[src/rtl/fmd_pkg.sv]
package fmd_pkg;

  // Tracker progress through the 00 -> 01 -> 11 pattern
  typedef enum logic [1:0] {
    TRK_IDLE = 2'd0,
    TRK_ZERO = 2'd1,
    TRK_ONE  = 2'd2,
    TRK_HIT  = 2'd3
  } trk_state_e;

  localparam int unsigned PAIR_W = 2;

  // Pattern stages as {X1,X2}
  localparam logic [PAIR_W-1:0] PAT_FIRST  = 2'b00;
  localparam logic [PAIR_W-1:0] PAT_SECOND = 2'b01;
  localparam logic [PAIR_W-1:0] PAT_THIRD  = 2'b11;

endpackage

[src/rtl/fmd_rst_sync.sv]
module fmd_rst_sync #(
  parameter int unsigned STAGES = 2
) (
  input  logic clk_i,
  input  logic arst_ni,
  output logic rst_no
);

  localparam int unsigned LAST = STAGES - 1;

  logic [STAGES-1:0] chain_q;

  generate
    if (STAGES == 1) begin : g_single
      always_ff @(posedge clk_i or negedge arst_ni) begin
        if (!arst_ni) chain_q <= '0;
        else          chain_q <= 1'b1;
      end
    end else begin : g_chain
      always_ff @(posedge clk_i or negedge arst_ni) begin
        if (!arst_ni) chain_q <= '0;
        else          chain_q <= {chain_q[STAGES-2:0], 1'b1};
      end
    end
  endgenerate

  assign rst_no = chain_q[LAST];

endmodule

[src/rtl/fmd_chg_detect.sv]
module fmd_chg_detect
  import fmd_pkg::*;
#(
  parameter int unsigned TRANSIENT_CYCLES = 1
) (
  input  logic              clk_i,
  input  logic              rst_ni,
  input  logic [PAIR_W-1:0] x_i,
  output logic              apply_o,
  output logic [PAIR_W-1:0] apply_val_o,
  output logic              flush_o,
  output logic              illegal_o
);

  localparam int unsigned DEPTH = (TRANSIENT_CYCLES < 1) ? 1 : TRANSIENT_CYCLES;

  logic [PAIR_W-1:0] smp_q;
  logic              valid_q;
  logic              illegal_q;
  logic [PAIR_W-1:0] diff;
  logic              single_chg;
  logic              dual_chg;
  logic              smp_en;

  logic [DEPTH-1:0]  pend_vld_q;
  logic [PAIR_W-1:0] pend_val_q [DEPTH];

  // Classify the current sample against the previous one
  always_comb begin
    diff       = x_i ^ smp_q;
    single_chg = valid_q && ($countones(diff) == 1);
    dual_chg   = valid_q && (diff == {PAIR_W{1'b1}});
    smp_en     = 1'b1;
  end

  always_ff @(posedge clk_i or negedge rst_ni) begin
    if (!rst_ni) begin
      smp_q     <= '0;
      valid_q   <= 1'b0;
      illegal_q <= 1'b0;
    end else begin
      if (smp_en) begin
        smp_q   <= x_i;
        valid_q <= 1'b1;
      end
      illegal_q <= dual_chg;
    end
  end

  // Transient pipeline: each accepted change waits DEPTH cycles
  generate
    for (genvar i = 0; i < DEPTH; i++) begin : g_stage
      if (i == 0) begin : g_head
        always_ff @(posedge clk_i or negedge rst_ni) begin
          if (!rst_ni) begin
            pend_vld_q[0] <= 1'b0;
            pend_val_q[0] <= '0;
          end else begin
            pend_vld_q[0] <= single_chg;
            if (single_chg) pend_val_q[0] <= x_i;
          end
        end
      end else begin : g_tail
        always_ff @(posedge clk_i or negedge rst_ni) begin
          if (!rst_ni) begin
            pend_vld_q[i] <= 1'b0;
            pend_val_q[i] <= '0;
          end else begin
            pend_vld_q[i] <= dual_chg ? 1'b0 : pend_vld_q[i-1];
            if (pend_vld_q[i-1]) pend_val_q[i] <= pend_val_q[i-1];
          end
        end
      end
    end
  endgenerate

  assign apply_o     = pend_vld_q[DEPTH-1];
  assign apply_val_o = pend_val_q[DEPTH-1];
  assign flush_o     = dual_chg;
  assign illegal_o   = illegal_q;

endmodule

[src/rtl/fmd_tracker.sv]
module fmd_tracker
  import fmd_pkg::*;
(
  input  logic              clk_i,
  input  logic              rst_ni,
  input  logic              apply_i,
  input  logic [PAIR_W-1:0] val_i,
  input  logic              flush_i,
  output logic              z_o
);

  trk_state_e st_q;
  trk_state_e st_d;
  logic       st_en;
  logic       at_first;

  always_comb begin
    at_first = (val_i == PAT_FIRST);
    st_en    = flush_i || apply_i;
    st_d     = st_q;
    if (flush_i) begin
      st_d = TRK_IDLE;
    end else if (apply_i) begin
      unique case (st_q)
        TRK_ZERO: st_d = (val_i == PAT_SECOND) ? TRK_ONE :
                         (at_first ? TRK_ZERO : TRK_IDLE);
        TRK_ONE:  st_d = (val_i == PAT_THIRD) ? TRK_HIT :
                         (at_first ? TRK_ZERO : TRK_IDLE);
        TRK_HIT:  st_d = at_first ? TRK_ZERO : TRK_IDLE;
        default:  st_d = at_first ? TRK_ZERO : TRK_IDLE;
      endcase
    end
  end

  always_ff @(posedge clk_i or negedge rst_ni) begin
    if (!rst_ni)    st_q <= TRK_IDLE;
    else if (st_en) st_q <= st_d;
  end

  assign z_o = (st_q == TRK_HIT);

endmodule

[src/rtl/fmd_seq_detect.sv]
module fmd_seq_detect
  import fmd_pkg::*;
#(
  parameter int unsigned SYNC_STAGES      = 2,
  parameter int unsigned TRANSIENT_CYCLES = 1
) (
  input  logic clk_i,
  input  logic arst_ni,
  input  logic x1_i,
  input  logic x2_i,
  output logic z_o,
  output logic illegal_o
);

  logic              rst_n_sync;
  logic [PAIR_W-1:0] pair;
  logic              apply;
  logic [PAIR_W-1:0] apply_val;
  logic              flush;

  assign pair = {x1_i, x2_i};

  fmd_rst_sync #(
    .STAGES (SYNC_STAGES)
  ) i_rst_sync (
    .clk_i   (clk_i),
    .arst_ni (arst_ni),
    .rst_no  (rst_n_sync)
  );

  fmd_chg_detect #(
    .TRANSIENT_CYCLES (TRANSIENT_CYCLES)
  ) i_chg_detect (
    .clk_i       (clk_i),
    .rst_ni      (rst_n_sync),
    .x_i         (pair),
    .apply_o     (apply),
    .apply_val_o (apply_val),
    .flush_o     (flush),
    .illegal_o   (illegal_o)
  );

  fmd_tracker i_tracker (
    .clk_i   (clk_i),
    .rst_ni  (rst_n_sync),
    .apply_i (apply),
    .val_i   (apply_val),
    .flush_i (flush),
    .z_o     (z_o)
  );

endmodule

[config.mk]
export PLATFORM = sky130hd
export DESIGN_NAME = fmd_seq_detect
export DESIGN_NICKNAME = d
export VERILOG_FILES = /design/src/rtl/fmd_pkg.sv /design/src/rtl/fmd_rst_sync.sv /design/src/rtl/fmd_chg_detect.sv /design/src/rtl/fmd_tracker.sv /design/src/rtl/fmd_seq_detect.sv
export SDC_FILE = /design/constraint.sdc
export NUM_CORES = 1
export LEC_CHECK = 0
export BUFFER_PORTS_ARGS = -buffer_cell sky130_fd_sc_hd__buf_2
export CORE_AREA = 10 10 47 49
export DETAILED_ROUTE_END_ITERATION = 6
export DIE_AREA = 0 0 57 59
export GPL_TIMING_DRIVEN = 0
export PLACE_DENSITY = 0.57
export SKIP_CTS_REPAIR_TIMING = 1
export SYNTH_ARGS = -nofsm -noshare
export SYNTH_HDL_FRONTEND = slang
export SYNTH_SLANG_ARGS = --single-unit
[constraint.sdc]
create_clock -name clk_i -period 1.8 [get_ports clk_i]
set_input_delay 0.27 -clock clk_i [delete_from_list [all_inputs] [get_ports clk_i]]
set_output_delay 0.27 -clock clk_i [all_outputs]
set_load 0.01 [all_outputs]
**Word level (Yosys, flattened, before mapping)**

Cells that the tools add are included.

- Word-level logic and storage cells: 28
- Bits in writable memories: 0
- Memories: 0
- Output and inout port bits: 2
- Input port bits: 4
- Bits in registers: 11
- Bits in latches: 0
- Bits in read-only memories: 0

- Magnitude comparators: 0
- Reductions and logical operators: 6
- Add/subtract/negate cells: 1
- Multiply operators: 0
- Multiplexer cells: 6
- Eq/ne operators: 7
- Bitwise operators: 1
- Shift-type cells: 0
- Divide/modulo/power cells: 0

Operators with widths:

| cell | count |
|---|---|
| $eq A32 B2 Y1 const B | 1 |
| $eq A2 B2 Y1 const B | 4 |
| $mux W2 | 4 |
| $eq A2 B1 Y1 const B | 2 |
| $pmux W2 S2 | 1 |
| $add A1 B1 Y2 | 1 |
| $logic_and A1 B1 Y1 | 2 |
| $logic_not A2 Y1 | 1 |
| $reduce_and A2 Y1 | 1 |
| $reduce_bool A2 Y1 | 1 |
| $xor A2 B2 Y2 | 1 |
| $logic_or A1 B1 Y1 | 1 |
| $mux W1 | 1 |

**Depth between registers and ports, before layout**

Gate-level depths: netlist of run 1.

- Depth in word-level cells: 6
- Gate-level depth with buffers: 5

**By module**

Synthesis of run 1 repeated with hierarchy kept, for this count alone.

- Cell total of the unflattened synthesis: 40
- Area, all modules: 504.2 um^2

Modules (own cells, without submodules):

| module | times used | cells an instance | area each (um^2) | sequential area each (um^2) |
|---|---|---|---|---|
| fmd_chg_detect | 1 | 16 | 256.5 | 175.2 |
| fmd_tracker | 1 | 21 | 193.9 | 50.0 |
| fmd_rst_sync | 1 | 3 | 53.8 | 50.0 |

**Least setup slack after synthesis of run 1**

Ideal clock, no wire load.

- Kind: register to register
- From: reg i_tracker.st_q[0]
- To: reg i_tracker.st_q[0]
- Arrival: 1.069 ns
- Library setup time: 0.099 ns
- Setup slack: 0.631 ns
- Cell stages (with the launch flop): 6
- Clock period less this slack: 1.169 ns
- Cells stage by stage: dfrtp_1 inv_1 ha_1 nor2_2 nand2_1 a311oi_1

- Cells in the longest elaborated chain, start to end: 4
- Elaborated cells on any way between the ends: 5
- Those cells by class: eq/ne (2); mux (3)

Ends and longest elaborated chain:

| item | line | RTL |
|---|---|---|
| from (decl) | fmd_tracker.sv:12 | `trk_state_e st_q;` |
| from (signal assigned) | fmd_tracker.sv:37 | `else if (st_en) st_q <= st_d;` |
| $eq A2 B2 Y1 or $eq A2 B1 Y1 (tied branches) | fmd_tracker.sv:24 | `unique case (st_q)` |
| $pmux W2 S2 (*) | fmd_tracker.sv:24 |  |
| $mux W2 (*) | fmd_tracker.sv:23 | `end else if (apply_i) begin` |
| $mux W2 (*) | fmd_tracker.sv:21 | `if (flush_i) begin` |

Every way passes the cells marked *; elsewhere a longest branch is shown, timed or not. The select of a mux whose other input is x is not followed.
A chain may end at the register's enable or synchronous reset.

**Worst setup path in the final report of run 1**

- From: reg i_tracker.st_q[0]
- To: out z_o

- Cells in the longest elaborated chain, start to end: 1

Ends and longest elaborated chain:

| item | line | RTL |
|---|---|---|
| $eq A2 B2 Y1 | fmd_tracker.sv:40 | `assign z_o = (st_q == TRK_HIT);` |
| to (decl) | fmd_seq_detect.sv:11 | `output logic z_o,` |

Every way passes these cells.

==> flow_summary.ini, run 1 <==
[run_status]
status = complete, no violations

[final_layout]
diodes = 0
syn2layout_area_growth_pct = 17.39
final_nets = 64
drive_gt1_share_pct = 19.23
final_cell_area_um2 = 574.3
fill_cells = 144
final_core_util_pct = 40.98

[global_route]
gr-usage-all-layers_pct = 4.834
antenna_found_initial = 0
grt_pass1_vias = 338
grt.overflow.total = 0
grt_max_degree = 10
grt_pass1_wl_mm = 1.283

[clock_tree]
cts_max_path_buffers = 2
cts_tree = yes
h-tree-depth = 1
cts-root-buf = clkbuf_4
clkSinkCount = 11
clk_latency_ns = 0.26
clk_pin_slew_ns = 0.07
cts_buffers = 3

[routing]
dr_total_vias = 305
routedWlPerCell_um = 10.22
via_per_inst = 4.485
dr.pass1.iters = 2
antenna_left = 0
drc = 0
routed_wirelength_um = 695
drtIter0Drc = 6

[critical_path]
crit_buf_inv = 1
critPathMaxFanout = 4
crit_required_ns = 1.53
crit_slowest_cell = dfrtp_1
end_kind = output pin
arrival_ns = 1.00
worstSetupPathType = register to output pin
slowest_delay_ns = 0.41
critPathTopFamily = flip-flops
path_cells = ha_1, buf_2
cp-start-kind = register

[floorplanning]
start_util_pct = 34.91
die_w_um = 57
die_h_um = 59
dieArea_um2 = 3363
pin_count = 6
fp-row-count = 14
core_um2 = 1401

[logic_synthesis]
syn_avg_cell_area_um2 = 11.93
synth_top_area_cell = dfrtp_1
syn-cell-area_um2 = 489.2
synth_seq_cells = 11
synthCells = 41
yosysSeqAreaShare_pct = 56.27
synth.top_cell.area_share_pct = 56.27
ys_top_cells_by_count = 11 x dfrtp_1, 7 x ha_1, 5 x inv_1
synth-edff-count = 0
yosys_warnings = 0
synth_most_common_cell = dfrtp_1
async_reset_ff_share_pct = 100.0
synth_flop_cell = dfrtp_1
synthTopCellsByArea = dfrtp_1 56%, ha_1 18%, inv_1 3.8%, xor2_1 3.6%, o21ai_0 3.1%
ys_types = 15

[placement]
place_area_um2 = 538.0
dp_hpwl_um = 557.9
place_congestion = 0.7049
io_buffers = 5

[power_and_ir_drop]
total_power_mw = 0.6077
p_per_area_nw_per_um2 = 1058
ir_worst_vdd_uv = 436.2
p_leak_nw = 0.2937

[timing]
setup_viol = 0
min_period_ns = 1.271
fin_skew_ns = 0.0005993
fmaxAchievable_mhz = 786.7
grt_setup_unrepaired = no
final_max_slew_viol_count = 0
hold_violations = 0
tns_ns = 0
fin_crit_sh_pct = 70.62

[run]
max-cap-violations = 0

[min_path]
min-delay-path-class = register to async pin
[cell usage in the layout (no fill, tap or decap)]
cell,n
clkbuf_4,3
nand2_1,2
a311oi_1,1
nor2_1,2
dfrtp_1,11
and2_4,1
ha_1,7
o22a_1,1
inv_1,5
o21ai_0,3
xor2_1,2
a22oi_1,1
dlygate4sd3_1,1
buf_2,5
nand2b_1,1
nor2_2,1
conb_1,2
nand3_1,2
clkbuf_1,1
[routing by layer]
| metal | up-vias | wire length (um) | share of wire [%] | track usage [%] |
|---|---|---|---|---|
| li1 | 153 | - | - | - |
| met1 | 147 | 312 | 45 | 5.218 |
| met2 | 5 | 349 | 50 | 7.132 |
| met3 | 0 | 33 | 4.7 | 2.790 |
| met4 | 0 | 0 | 0 | 3.020 |
| met5 | - | 0 | 0 | 0 |
[sequential cells by signal, summed over array words and instances (netlist names)]
register	cells
i_chg_detect.valid_q	1
i_tracker.st_q	2
i_chg_detect.illegal_o	1
i_chg_detect.apply_val_o	2
i_chg_detect.smp_q	2
i_chg_detect.apply_o	1
i_rst_sync.chain_q	2
[stage by stage]
| step | hold WS, ns | instances | worst slack, ns |
|---|---|---|---|
| 3_5_place_dp | 0.05757 | 63 | 0.5449 |
| 3_3_place_gp | 0.05490 | 63 | 0.5669 |
| 5_1_grt | 0.1558 | 68 | 0.4420 |
| 2_1_floorplan | -0.02559 | 42 | 0.6311 |
| 6_report | 0.1466 | 68 | 0.5289 |
| 4_1_cts | -0.2308 | 67 | 0.5145 |
[final timing paths]
| check | slack [ns] | startpoint | end | depth (start not counted) |
|---|---|---|---|---|
| min reg2reg | 0.15 | i_rst_sync.chain_q[1]$_DFF_PN0_ | i_chg_detect.apply_val_o[0]$_DFFE_PN0P_ | 0 |
| min | 0.15 | i_rst_sync.chain_q[1]$_DFF_PN0_ | i_chg_detect.apply_val_o[0]$_DFFE_PN0P_ | 0 |
| max reg2reg | 0.55 | i_tracker.st_q[0]$_DFFE_PN0P_ | i_tracker.st_q[0]$_DFFE_PN0P_ | 5 |
| min in group clk_i | 0.15 | x2_i | i_chg_detect.smp_q[0]$_DFF_PN0_ | 1 |
| max | 0.53 | i_tracker.st_q[0]$_DFFE_PN0P_ | z_o | 2 |
| max in group asynchronous | 1.40 | i_rst_sync.chain_q[1]$_DFF_PN0_ | i_chg_detect.apply_o$_DFF_PN0_ | 0 |
[power by group]
| group | internal [mW] | switching (mW) | total (mW) |
|---|---|---|---|
| Sequential | 0.281 | 0.0287 | 0.310 |
| Combinational | 0.0622 | 0.0699 | 0.132 |
| Clock | 0.0856 | 0.0799 | 0.166 |
[cell families after synthesis]
family	Yosys count	share of synthesized area, %
XOR/XNOR	2	3.581
flip-flops	11	56.27
AO/OA/AOI/OAI	6	8.184
buffers and inverters	5	3.837
AND/OR/NAND/NOR	9	9.466
other	1	0.7665
adder cells (fa/ha/maj)	7	17.90
[area by class of cell]
class | instances | area [um2] | area share (%)
sequential | 11 | 275.3 | 47.93
multi-input combinational | 26 | 198.9 | 34.64
timing repair buffer | 6 | 35.03 | 6.100
clock buffer | 4 | 26.28 | 4.575
tap | 16 | 20.02 | 3.486
inverter | 5 | 18.77 | 3.268
[worst register-to-register path, delay by kind of cell (launching register included)]
| family | cells | cell delay [ns] |
|---|---|---|
| DFF | 1 | 0.39 |
| AOI/OAI and AO/OA | 1 | 0.24 |
| and+or+nand+nor | 2 | 0.13 |
| buffers and inverters | 1 | 0.06 |
| adders and majority gates | 1 | 0.33 |
No activity file was read; power rests on OpenSTA's default activity.
==> run 2, diff against run 1 <==
PLACE_DENSITY = 0.59   (was 0.57)
clock period = 1.05 ns   (was 1.8 ns; I/O delays follow)
==> flow_summary.ini, run 2 (synthesis results as in run 1) <==
[global_route]
grt.busiest_layer = met2
gr-usage-all-layers_pct = 4.662
grtUsageMet3_pct = 3.004
use_met2_pct = 6.822
grt_util_met1_pct = 4.860
grt_max_degree = 10
grt_pass1_vias = 324
grt.overflow.total = 0
antenna_found_initial = 0
grt_pass1_wl_mm = 1.235

[placement]
place_congestion = 0.7186
place_area_um2 = 550.5
dp.cells = 63
io_buffers = 5
dp_hpwl_um = 573.4

[critical_path]
worstSetupPathType = register to register
reg2reg_depth = 5
crit_slowest_cell = dfrtp_1
end_kind = register
critPathTopFamily = flip-flops
crit_buf_inv = 1
path_cells = inv_2, ha_4, nor2_2, nand2_1, a311oi_1
path_depth = 5
cp-start-kind = register
critPathMaxFanout = 3
slowest_delay_ns = 0.41
crit_required_ns = 1.22
arrival_ns = 1.35

[floorplanning]
fp-row-count = 14
start_util_pct = 34.91
die_w_um = 57
core_um2 = 1401
dieArea_um2 = 3363
die_h_um = 59
pin_count = 6

[timing]
final_max_slew_viol_count = 0
fmaxAchievable_mhz = 847.0
grt_setup_unrepaired = yes
fin_crit_sh_pct = 112.4
fin_skew_ns = 0.001308
fin_ws_ns = -0.1307
holdWs_ns = 0.03556
tns_ns = -0.6118
hold_violations = 0
min_period_ns = 1.181
setup_viol = 6

[clock_tree]
cts_tree = yes
clkSinkCount = 11
clk_pin_slew_ns = 0.07
h-tree-depth = 1
cts-root-buf = clkbuf_4
cts_buffers = 3
clk_latency_ns = 0.26
cts_max_path_buffers = 2

[run_status]
violations = negative setup slack
status = finished with violations

[run]
max-cap-violations = 0

[routing]
routedWlPerCell_um = 11.13
routed_wirelength_um = 757
drtIter0Drc = 2
dr.pass1.iters = 2
dr_total_vias = 313
drc = 0
via_per_inst = 4.603
antenna_left = 0

[power_and_ir_drop]
p_comb_share_pct = 28.2
switching_share_pct = 30.54
p_sw_mw = 0.3516
p_clk_share_pct = 24.3
ir_worst_vdd_uv = 962.8
p_leak_nw = 0.2979
seqPwrFrac_pct = 47.5
p_per_area_nw_per_um2 = 1874
p_int_mw = 0.7997

[final_layout]
final_cell_area_um2 = 614.3
syn2layout_area_growth_pct = 25.58
drive_gt1_share_pct = 36.54
diodes = 0
final_cell_mix = 11 x dfrtp_1, 5 x ha_1, 5 x buf_2
final_cells = 68
layout_commonest_cell = dfrtp_1
final_nets = 64

[min_path]
min-delay-path-class = primary input to register
holdPathStages = 1
run 2: cell counts in the layout (fill, tap and decap cells not counted):
Identical to the previous run, type by type.
run 2: worst paths after layout:
path / start / to / slack [ns]
worst max-delay path: i_chg_detect.apply_val_o[0]$_DFFE_PN0P_ / i_tracker.st_q[0]$_DFFE_PN0P_ / -0.13
worst min-delay path: x2_i / i_chg_detect.smp_q[0]$_DFF_PN0_ / 0.04
worst max register to register: i_chg_detect.apply_val_o[0]$_DFFE_PN0P_ / i_tracker.st_q[0]$_DFFE_PN0P_ / -0.13
worst min register to register: i_rst_sync.chain_q[1]$_DFF_PN0_ / i_chg_detect.apply_val_o[0]$_DFFE_PN0P_ / 0.15
max in group asynchronous: i_rst_sync.chain_q[1]$_DFF_PN0_ / i_chg_detect.illegal_o$_DFF_PN0_ / 0.64
min in group asynchronous: i_rst_sync.chain_q[1]$_DFF_PN0_ / i_chg_detect.apply_val_o[0]$_DFFE_PN0P_ / 0.15
run 2: area by class of cell:
| class | instances | area [um2] |
|---|---|---|
| Sequential cell | 11 | 275.3 |
| Clock buffer | 4 | 26.28 |
| Fill cell | 138 | 787.0 |
| Multi-Input combinational cell | 26 | 239.0 |
| Inverter | 5 | 18.77 |
| Timing Repair Buffer | 6 | 35.03 |
| Tap cell | 16 | 20.02 |
run 2: stage by stage:
stage	setup WS, ns	util, %	total power, mW
after floorplan	-0.02406	-	0.7458
final	-0.1307	43.84	1.151
after global routing	-0.2080	43.84	1.258
after detailed placement	-0.1108	39.29	0.8111
after CTS	-0.1400	41.16	1.095
after global placement	-0.08641	39.29	0.8014
run 2: power by group through the flow:
| stage | registers [mW] | clock network (mW) | logic, mW |
|---|---|---|---|
| 3_5_place_dp | 0.553 | 0 | 0.258 |
| 3_3_place_gp | 0.548 | 0 | 0.253 |
| 4_1_cts | 0.545 | 0.289 | 0.261 |
| 6_report | 0.547 | 0.280 | 0.325 |
| 5_1_grt | 0.558 | 0.326 | 0.373 |
| 2_1_floorplan | 0.540 | 0 | 0.206 |
run 2: per-layer routing:
metal | vias up | wire [um] | part of all wire [%]
met3 | 0 | 54 | 7.1
met4 | 0 | 0 | 0
li1 | 153 | - | -
met2 | 5 | 393 | 52
met1 | 155 | 310 | 41
met5 | - | 0 | 0
==> run 3, diff against run 2 <==
==> constraint.sdc (replaced) <==
create_clock -name clk_i -period 1.05 [get_ports clk_i]
set_input_delay 0.2625 -clock clk_i [delete_from_list [all_inputs] [get_ports clk_i]]
set_output_delay 0.2625 -clock clk_i [all_outputs]
set_load 0.01 [all_outputs]
==> flow_summary.ini, run 3 (synthesis results as in run 1) <==
[run_status]
status = finished with violations
violations = negative setup slack

[final_layout]
diodes = 0
final_core_util_pct = 44.46
final_cell_mix = 9 x dfrtp_1, 5 x ha_1, 4 x inv_2, 4 x buf_2, 3 x clkbuf_4
final_nets = 64
drive_gt1_share_pct = 40.38
layout_commonest_cell = dfrtp_1
syn2layout_area_growth_pct = 27.37
fill_cells = 131

[critical_path]
worstSetupPathType = register to output pin
startpoint = i_tracker.st_q[1]$_DFFE_PN0P_
cp-start-kind = register
critPathMaxFanout = 3
end_kind = output pin
crit_required_ns = 0.79
arrival_ns = 0.99
reg2reg_from = i_tracker.st_q[0]$_DFFE_PN0P_

[floorplanning]
dieArea_um2 = 3363
fp-row-count = 14
start_util_pct = 34.91
die_w_um = 57
die_h_um = 59
pin_count = 6
core_um2 = 1401

[routing]
drc = 0
dr_total_vias = 312
via_per_inst = 4.588
antenna_left = 0
routed_wirelength_um = 729
dr.pass1.iters = 4
routedWlPerCell_um = 10.72
drtIter0Drc = 4

[power_and_ir_drop]
p_leak_nw = 0.2936
p_per_area_nw_per_um2 = 1835
p_int_mw = 0.7904
ir_worst_vdd_uv = 972.4
p_sw_mw = 0.3532
switching_share_pct = 30.89
p_comb_share_pct = 26.1
p_clk_share_pct = 25.0
seqPwrFrac_pct = 48.9

[run]
max-cap-violations = 0

[placement]
place_congestion = 0.7186
dp_hpwl_um = 573.4
post-place-ws_ns = -0.1615
io_buffers = 5

[timing]
fin_ws_ns = -0.2042
grt_setup_unrepaired = yes
fin_crit_sh_pct = 119.4
fmaxAchievable_mhz = 797.3
min_period_ns = 1.254
final_max_slew_viol_count = 0
setup_viol = 6
fin_skew_ns = 0.002094
hold_violations = 0

[clock_tree]
clk_latency_ns = 0.26
clk_pin_slew_ns = 0.07
cts_buffers = 3
cts_max_path_buffers = 2
cts-root-buf = clkbuf_4
clkSinkCount = 11
cts_tree = yes
h-tree-depth = 1

[min_path]
min-delay-path-class = primary input to register
hp-start = x2_i

[global_route]
grt_pass1_wl_mm = 1.235
grt.overflow.total = 0
gr-usage-all-layers_pct = 4.662
grt_max_degree = 10
antenna_found_initial = 0
grt_pass1_vias = 324
==> run 3: cell counts in the layout (fill, tap and decap cells not counted) <==
No cell type changed its count.
==> run 3: power groups by stage <==
stage          combinational [mW]  clock (mW)  sequential [mW]
2_1_floorplan               0.206           0            0.540
3_3_place_gp                0.253           0            0.548
3_5_place_dp                0.258           0            0.553
4_1_cts                     0.261       0.289            0.545
5_1_grt                     0.340       0.327            0.569
6_report                    0.298       0.286            0.559
==> run 3: routing by layer <==
layer  up-vias  global-route usage (%)  wire, um
li1        154                       -         -
met1       151                   4.860       313
met2         7                   6.822       370
met3         0                   3.004        45
met4         0                   3.020         0
met5         -                       0         0
==> run 3: final timing paths <==
kind                                                      endpoint  slack (ns)  depth (start not counted)
hold / removal                     i_chg_detect.smp_q[0]$_DFF_PN0_        0.14                          1
max in group asynchronous            i_tracker.st_q[1]$_DFFE_PN0P_        0.62                          0
setup / recovery                                               z_o       -0.20                          2
min in group asynchronous  i_chg_detect.apply_val_o[0]$_DFFE_PN0P_        0.15                          0
hold reg to reg            i_chg_detect.apply_val_o[0]$_DFFE_PN0P_        0.15                          0
setup reg to reg                     i_tracker.st_q[1]$_DFFE_PN0P_       -0.16                          5
==> run 3: final cells by class <==
class	instances	area (um2)	share of cell area (%)
flip-flops and latches	11	277.8	44.58
clock buffers	4	26.28	4.217
repair buffers	6	41.29	6.627
inverters	5	18.77	3.012
multi-input cells	26	239.0	38.35
well taps	16	20.02	3.213
==> run 3: metrics by stage <==
step | area, um2 | total power [mW] | cells | TNS [ns] | hold WS [ns]
2_1_floorplan | 505.5 | 0.7458 | 42 | -0.08595 | -0.03309
3_3_place_gp | 550.5 | 0.8014 | 63 | -0.5240 | 0.04953
3_5_place_dp | 550.5 | 0.8111 | 63 | -0.5735 | 0.04941
4_1_cts | 576.8 | 1.095 | 67 | -0.7214 | -0.2344
5_1_grt | 623.1 | 1.236 | 68 | -1.084 | 0.1236
6_report | 623.1 | 1.144 | 68 | -0.7111 | 0.1373
==> run 3: worst max-delay path, stage by stage, from the launching register on <==
cell and delay [ns]:
dfrtp_2 0.45, ha_4 0.17, buf_6 0.11
